[config.mk]
export PLATFORM = sky130hd
export DESIGN_NAME = dram_addr_denorm
export DESIGN_NICKNAME = d
export VERILOG_FILES = /design/src/rtl/dram_addr_denorm_pkg.sv /design/src/rtl/dram_addr_denorm_ofs.sv /design/src/rtl/dram_addr_denorm_dec.sv /design/src/rtl/dram_addr_denorm_gap.sv /design/src/rtl/dram_addr_denorm_fin.sv /design/src/rtl/dram_addr_denorm.sv
export SDC_FILE = /design/constraint.sdc
export NUM_CORES = 1
export LEC_CHECK = 0
export ABC_AREA = 1
export BUFFER_PORTS_ARGS = -buffer_cell sky130_fd_sc_hd__buf_4
export CORE_ASPECT_RATIO = 0.7
export CORE_MARGIN = 2
export CORE_UTILIZATION = 55
export CTS_BUF_LIST = sky130_fd_sc_hd__clkbuf_16
export CTS_CLUSTER_DIAMETER = 50
export DETAILED_ROUTE_END_ITERATION = 8
export PLACE_DENSITY = 0.83
export SETUP_SLACK_MARGIN = 0.1
export SKIP_LAST_GASP = 1
export SLEW_MARGIN = 20
export SYNTH_ARGS = -nofsm -noshare
export SYNTH_HDL_FRONTEND = slang
export SYNTH_SLANG_ARGS = --single-unit
[constraint.sdc]
create_clock -name clk -period 0.8 [get_ports clk]
set_input_delay 0.16 -clock clk [delete_from_list [all_inputs] [get_ports clk]]
set_output_delay 0.16 -clock clk [all_outputs]
set_load 0.01 [all_outputs]
[src/rtl/dram_addr_denorm_pkg.sv]
package dram_addr_denorm_pkg;

   localparam int OFS_ALIGN_BIT = 28;
   localparam int SPLIT_HI_BIT  = 11;
   localparam int SEL_BASE_BIT  = 8;

   typedef struct packed {
      logic [2:0] chan;
      logic [1:0] dies;
      logic       sock;
      logic [3:0] start;
      logic       hashed;
      logic       split;
   } ilv_cfg_t;

endpackage

[src/rtl/dram_addr_denorm_ofs.sv]
module dram_addr_denorm_ofs #(
   parameter int ADDR_W = 48
) (
   input  logic              legacy,
   input  logic [31:0]       ofs_word,
   input  logic [ADDR_W-1:0] addr_i,
   output logic [ADDR_W-1:0] addr_o
);
   import dram_addr_denorm_pkg::*;

   logic [31:0]       field;
   logic [ADDR_W-1:0] ofs;

   always_comb begin
      if (legacy) field = {20'd0, ofs_word[31:20]};
      else        field = {12'd0, ofs_word[31:12]};
      ofs = ADDR_W'(field) << OFS_ALIGN_BIT;
      if (ofs_word[0] && (addr_i >= ofs)) addr_o = addr_i - ofs;
      else                                addr_o = addr_i;
   end

endmodule

[src/rtl/dram_addr_denorm_dec.sv]
module dram_addr_denorm_dec #(
   parameter int MAX_ILV = 4
) (
   input  logic                          legacy,
   input  logic [31:0]                   base_word,
   input  logic [31:0]                   limit_word,
   output dram_addr_denorm_pkg::ilv_cfg_t cfg,
   output logic [3:0]                    total,
   output logic                          err
);
   import dram_addr_denorm_pkg::*;

   logic [3:0] code;
   logic [2:0] sel;
   logic       bad_code;

   always_comb begin
      cfg      = '0;
      bad_code = 1'b0;
      if (legacy) begin
         code     = base_word[7:4];
         sel      = base_word[10:8];
         cfg.dies = limit_word[11:10];
         cfg.sock = limit_word[8];
      end else begin
         code     = base_word[5:2];
         sel      = base_word[11:9];
         cfg.dies = base_word[7:6];
         cfg.sock = base_word[8];
      end
      cfg.start = 4'(SEL_BASE_BIT) + {1'b0, sel};
      case (code)
         4'd0:  cfg.chan = 3'd0;
         4'd1:  cfg.chan = 3'd1;
         4'd3:  cfg.chan = 3'd2;
         4'd5:  cfg.chan = 3'd3;
         4'd7:  cfg.chan = 3'd4;
         4'd8: begin
            if (legacy) begin
               cfg.chan   = 3'd1;
               cfg.hashed = 1'b1;
            end else begin
               cfg.chan   = 3'd5;
            end
         end
         4'd12: begin
            cfg.chan   = 3'd1;
            cfg.hashed = 1'b1;
         end
         4'd13: begin
            cfg.chan   = 3'd2;
            cfg.hashed = 1'b1;
            cfg.split  = 1'b1;
         end
         4'd14: begin
            cfg.chan   = 3'd3;
            cfg.hashed = 1'b1;
            cfg.split  = 1'b1;
         end
         default: bad_code = 1'b1;
      endcase
      total = {1'b0, cfg.chan} + {2'b0, cfg.dies} + {3'b0, cfg.sock};
      err   = bad_code
            | (cfg.hashed && (sel > 3'd1))
            | (int'(total) > MAX_ILV);
   end

endmodule

[src/rtl/dram_addr_denorm_gap.sv]
module dram_addr_denorm_gap #(
   parameter int ADDR_W  = 48,
   parameter int MAX_ILV = 4
) (
   input  logic [ADDR_W-1:0] addr_i,
   input  logic [3:0]        start,
   input  logic [3:0]        total,
   input  logic              split,
   output logic [ADDR_W-1:0] addr_o
);
   import dram_addr_denorm_pkg::*;

   localparam int NV = MAX_ILV + 1;

   logic [ADDR_W-1:0] low_m, mid_m;
   logic [ADDR_W-1:0] keep_y, mid_z, hi_split, hi_cont;
   logic [ADDR_W-1:0] cand [NV];

   always_comb begin
      low_m    = ~({ADDR_W{1'b1}} << start);
      mid_m    = ~({ADDR_W{1'b1}} << SPLIT_HI_BIT) & ~low_m;
      keep_y   = addr_i & low_m;
      mid_z    = (addr_i & mid_m) << 1;
      hi_split = addr_i & ~(low_m | mid_m);
      hi_cont  = addr_i & ~low_m;
   end

   for (genvar n = 0; n < NV; n++) begin : g_shift
      assign cand[n] = split ? ((hi_split << n) | mid_z | keep_y)
                             : ((hi_cont  << n) | keep_y);
   end

   always_comb begin
      addr_o = addr_i;
      for (int i = 0; i < NV; i++) begin
         if (int'(total) == i) addr_o = cand[i];
      end
   end

endmodule

[src/rtl/dram_addr_denorm_fin.sv]
module dram_addr_denorm_fin #(
   parameter int ADDR_W = 48,
   parameter int CS_W   = 4
) (
   input  logic [ADDR_W-1:0] addr_i,
   input  logic [31:0]       base_word,
   input  logic [31:0]       limit_word,
   input  logic [31:0]       hole_word,
   input  logic [CS_W-1:0]   cs_id,
   input  logic              cs_fill,
   input  logic [3:0]        start,
   output logic [ADDR_W-1:0] addr_o,
   output logic              over
);
   localparam logic [ADDR_W-1:0] FOUR_GIB = ADDR_W'(33'h1_0000_0000);

   logic [ADDR_W-1:0] base, hole_base, limit, sum, holed;

   always_comb begin
      base      = ADDR_W'({base_word[31:12], 28'd0});
      limit     = ADDR_W'({limit_word[31:12], 28'hFFF_FFFF});
      hole_base = ADDR_W'({hole_word[31:24], 24'd0});
      sum       = addr_i + base;
      if (base_word[1] && (sum >= hole_base)) holed = sum + (FOUR_GIB - hole_base);
      else                                    holed = sum;
      if (cs_fill) addr_o = holed | (ADDR_W'(cs_id) << start);
      else         addr_o = holed;
      over = addr_o > limit;
   end

endmodule

[src/rtl/dram_addr_denorm.sv]
module dram_addr_denorm #(
   parameter int ADDR_W  = 48,
   parameter int CS_W    = 4,
   parameter int MAX_ILV = 4
) (
   input  logic              clk,
   input  logic              rst_n,
   input  logic              in_valid,
   input  logic              in_legacy,
   input  logic [ADDR_W-1:0] in_norm_addr,
   input  logic [CS_W-1:0]   in_cs_id,
   input  logic [31:0]       in_offset_word,
   input  logic [31:0]       in_base_word,
   input  logic [31:0]       in_limit_word,
   input  logic [31:0]       in_hole_word,
   output logic              out_valid,
   output logic [ADDR_W-1:0] out_sys_addr,
   output logic              out_err
);
   import dram_addr_denorm_pkg::*;

   if (ADDR_W < 48) begin : g_aw_chk
      $error("ADDR_W must hold the 48-bit base and limit fields");
   end
   if (MAX_ILV < 1 || MAX_ILV > 8) begin : g_ilv_chk
      $error("MAX_ILV out of range");
   end

   logic [ADDR_W-1:0] stripped, gapped, final_addr;
   ilv_cfg_t          cfg;
   logic [3:0]        total;
   logic              dec_err, lim_err, cs_fill;

   dram_addr_denorm_ofs #(.ADDR_W(ADDR_W)) u_ofs (
      .legacy   (in_legacy),
      .ofs_word (in_offset_word),
      .addr_i   (in_norm_addr),
      .addr_o   (stripped)
   );

   dram_addr_denorm_dec #(.MAX_ILV(MAX_ILV)) u_dec (
      .legacy     (in_legacy),
      .base_word  (in_base_word),
      .limit_word (in_limit_word),
      .cfg        (cfg),
      .total      (total),
      .err        (dec_err)
   );

   dram_addr_denorm_gap #(.ADDR_W(ADDR_W), .MAX_ILV(MAX_ILV)) u_gap (
      .addr_i (stripped),
      .start  (cfg.start),
      .total  (total),
      .split  (cfg.split),
      .addr_o (gapped)
   );

   assign cs_fill = !cfg.hashed && (cfg.chan != 3'd0);

   dram_addr_denorm_fin #(.ADDR_W(ADDR_W), .CS_W(CS_W)) u_fin (
      .addr_i     (gapped),
      .base_word  (in_base_word),
      .limit_word (in_limit_word),
      .hole_word  (in_hole_word),
      .cs_id      (in_cs_id),
      .cs_fill    (cs_fill),
      .start      (cfg.start),
      .addr_o     (final_addr),
      .over       (lim_err)
   );

   always_ff @(posedge clk or negedge rst_n) begin
      if (!rst_n) begin
         out_valid    <= 1'b0;
         out_sys_addr <= '0;
         out_err      <= 1'b0;
      end else begin
         out_valid <= in_valid;
         if (in_valid) begin
            out_sys_addr <= final_addr;
            out_err      <= dec_err | lim_err;
         end
      end
   end

endmodule

==> flow_summary.toml, run 1 <==
[synthesis]
netlist_area_sq_um = 9000
async_reset_ff_frac = 1.00
yosys_warnings = 0
synth_cell_types = 50
synth.avg_cell_area_sq_um = 5.83
yosys-top-cells-count = "449 x nand2_1, 197 x inv_1, 143 x nor2_1"
yosysTopAreaCell = "nand2_1"
synthCells = 1545
ys_seq_area_frac = 0.139
synthTopCellsByArea = "nand2_1 19%, dfrtp_1 14%, ha_1 11%"
dominantRegCellSynth = "dfrtp_1"
synth_seq_cells = 50
synth_top_area_frac = 0.187
syn_nets = 1812
yosysMostFrequentCell = "nand2_1"
synth_edf_count = 0

[floorplanning]
rows = 39
start_util = 0.557
die_h_microns = 111
ios = 234
die_width_microns = 157

[run_status]
haltStage = "global routing"
toolErrorMsg = "[ERROR GRT-0116] Global routing finished with congestion. Check the congestion regions in the DRC Viewer."
status = "aborted with a tool error"

[grt]
grt_util_all_layers = 1.06
grt_max_degree = 31
first_global_vias = 20200
grt_pass1_wl_microns = 135000
overflow = 2061

[placement]
hpwl_microns = 34300
place_congestion = 1.05
place_area_sq_um = 14100
port_buffers = 188

[clock_tree]
cts-root-buf = "clkbuf_16"
htreeDepth = 2
numClockSinks = 50
numCtsBuffers = 5
cts_buffer_depth = 2
cells by family after synthesis:
logic type                 synth area share
AOI/OAI and AO/OA                     0.204
adders and majority gates             0.120
DFF                                   0.139
buffers and inverters                 0.111
and+or+nand+nor                       0.363
muxes                                0.0100
xor gates and xnor gates             0.0525
stage by stage:
stage / instances / worst slack [ns]
CTS: 2428 / -6.61
detailed placement: 2378 / -7.45
floorplan: 1545 / -6.10
global placement: 2378 / -6.51
what timing repair did:
item,in CTS
hold endpoints to repair,20
gates resized for setup,183
pin swaps,97
setup buffers,44
gates cloned,3
setup endpoints to repair,93
per-layer routing:
metal | GRT overflow | global-route usage
met5 | 39 | 1.01
met4 | 229 | 0.821
met3 | 331 | 1.06
met2 | 807 | 1.13
met1 | 655 | 1.11
==> run 2, diff against run 1 <==
Settings changed: CORE_ASPECT_RATIO 0.7 to not set, CORE_UTILIZATION 55 to 40, CTS_BUF_LIST sky130_fd_sc_hd__clkbuf_16 to not set, CTS_CLUSTER_DIAMETER 50 to not set, PLACE_DENSITY 0.83 to not set, PLACE_DENSITY_LB_ADDON set to 0.15, SETUP_SLACK_MARGIN 0.1 to not set.
==> run 2 against run 1 <==
Net effect: synthesized area unchanged; synthesized cell count unchanged; the flow now finishes, with violations (negative setup slack).
==> flow_summary.toml, run 2 <==
[floorplanning]
dieArea_sq_um = 23700
rows = 54
ios = 234
start_util = 0.410
fp.coreArea_sq_um = 22000
die_width_microns = 154
die_h_microns = 154

[synthesis]
synth_edf_count = 0
yosys-top-cells-count = "449 x nand2_1, 197 x inv_1, 143 x nor2_1"
synth_seq_cells = 50
yosys_warnings = 0
synth_cell_types = 50
synth.avg_cell_area_sq_um = 5.83
ys_seq_area_frac = 0.139
yosysTopAreaCell = "nand2_1"
yosysMostFrequentCell = "nand2_1"
dominantRegCellSynth = "dfrtp_1"
netlist_area_sq_um = 9000
synthTopCellsByArea = "nand2_1 19%, dfrtp_1 14%, ha_1 11%"
synth_top_area_frac = 0.187
async_reset_ff_frac = 1.00
synthCells = 1545
syn_nets = 1812

[clock_tree]
numClockSinks = 50
clkTransAtPathRegs_ns = 0.07
cts_tree = "yes"
cts_buffer_depth = 2
cts-root-buf = "clkbuf_16"
clk_latency_ns = 0.30
numCtsBuffers = 5
htreeDepth = 2

[sta]
skew_ns = 0
tns_ns = -177.33
slew_viol_final = 0
fin_crit_sh = 9.37
setup_viol = 93
rsz0062_at_grt = "true"
hold_viol = 0
maxSlewHeadroom = 0.578
clock.fmax_mhz = 133
fin_ws_ns = -6.70
fin_crit_ns = 7.50
worst_pin_slew_ns = 0.626

[finish]
syn2layout_area_growth_pct = 93.4
n_antenna_cell = 0
largest_reg_flops = 48
top_register = "out_sys_addr"
final_nets = 2586
design_area_sq_um = 17400
layout_commonest_cell = "buf_4"
fillers = 1516
reg.largest.list = "out_sys_addr x48, out_err x1, out_valid x1"
drive_gt1_frac = 0.468
mostFrequentLayoutCells = "701 x buf_4, 386 x nand2_1, 183 x inv_1"

[grt]
first_global_vias = 13100
antenna_found_initial = 1
grt_max_degree = 31
overflow = 0
grt_pass1_wl_microns = 62100
grt_util_all_layers = 0.317

[pwr]
power_density_nw_per_um2 = 3660
ir_worst_vdd_mv = 2.63
p_leak_uw = 0.00923

[detailed_routing]
met1_length_microns = 16800
first_iter_violations = 800
viasPerCell = 5.29
vias = 13700
top_layer_used = "met4"
wl_met3_microns = 2600
wl_per_cell_microns = 16.7
drtAntennaViolNets = 0
drt-total-wl_microns = 43400
dr.pass1.iters = 5
met2WireLength_microns = 21600
post-route-drc-count = 0

[setup_path]
worstSetupPathType = "input pin to flop"
max_stage_delay_ns = 0.51
end_kind = "flop"
cp_max_fo = 7
cpMostUsedCell = "buf_4"
crit_slowest_cell = "fa_2"
cp-start-kind = "input pin"
required_ns = 0.99
cp.arrival_ns = 7.69

[placement]
place_congestion = 0.997
place_area_sq_um = 14400
hpwl_microns = 30400
port_buffers = 188

[run_status]
status = "finished, violations left"
violations = "negative setup slack"

[worst_hold_path]
hold_class = "input pin to flop"

[run]
max_cap_viol_count = 0
==> run 2: area by class of cell <==
cell class                      count  area, sq um  share of cell area
Inverter                          203          795              0.0456
Tap cell                          280          350              0.0201
Clock inverter                      2         16.3            0.000934
Sequential cell                    50         1250              0.0719
Multi-Input combinational cell   1246         8060               0.463
Clock buffer                        6          139             0.00798
Timing Repair Buffer              813         6800               0.391
==> run 2: critical path: cells and delay by family <==
kind,cells,cell delay [ns]
AO/OA/AOI/OAI,11,1.46
XOR/XNOR,2,0.44
adder cells (fa/ha/maj),4,1.45
buffers and inverters,13,1.63
AND/OR/NAND/NOR,23,2.53
==> run 2: cell families after synthesis <==
family / synth area share
AOI/OAI and AO/OA: 0.204
xor gates and xnor gates: 0.0525
adders and majority gates: 0.120
buffers and inverters: 0.111
DFF: 0.139
muxes: 0.0100
and+or+nand+nor: 0.363
==> run 2: path summary, 6_finish.rpt <==
check                                  from               end  slack, ns  cells past startpoint
max                               in_legacy           out_err      -6.70                     53
min                         in_norm_addr[0]   out_sys_addr[0]       0.17                      3
max reg2reg                out_sys_addr[47]  out_sys_addr[47]      -0.35                      3
min reg2reg                 out_sys_addr[8]   out_sys_addr[8]       0.51                      2
max in group asynchronous             rst_n  out_sys_addr[16]       0.15                      3
min in group asynchronous             rst_n  out_sys_addr[40]       0.28                      2
==> run 2: what timing repair did <==
| action | 4_1_cts | 5_1_grt |
|---|---|---|
| pin swaps | 108 | 101 |
| endpoints found under the hold margin | 50 | 0 |
| cloned | 4 | 0 |
| resized for setup | 213 | 190 |
| setup endpoints to repair | 91 | 91 |
| buffers inserted | 90 | 56 |
| hold buffers | 1 | 0 |
==> run 2: metal layers <==
metal,GRT usage,vias to the layer above
met4,0.122,0
met1,0.376,6323
met5,0,-
met2,0.591,589
met3,0.0262,188
li1,-,6649
==> run 2: where the power goes <==
part	switching [uW]	internal, uW
sequential	845	3500
clock	998	1260
combinational	28500	28600
total	30400	33400
==> run 2: per-stage QoR <==
step / power, uW / hold WS [ns] / setup WS [ns] / cells / util
2_1_floorplan: 24400 / -0.136 / -6.10 / 1545 / -
3_3_place_gp: 45200 / 0.0144 / -6.84 / 2456 / 0.658
3_5_place_dp: 46100 / 0.0160 / -7.10 / 2456 / 0.658
4_1_cts: 54600 / 0.162 / -6.16 / 2552 / 0.738
5_1_grt: 67800 / 0.193 / -7.04 / 2600 / 0.793
6_report: 63800 / 0.171 / -6.70 / 2600 / 0.793
Note: power is estimated with default switching activity, not from simulation.
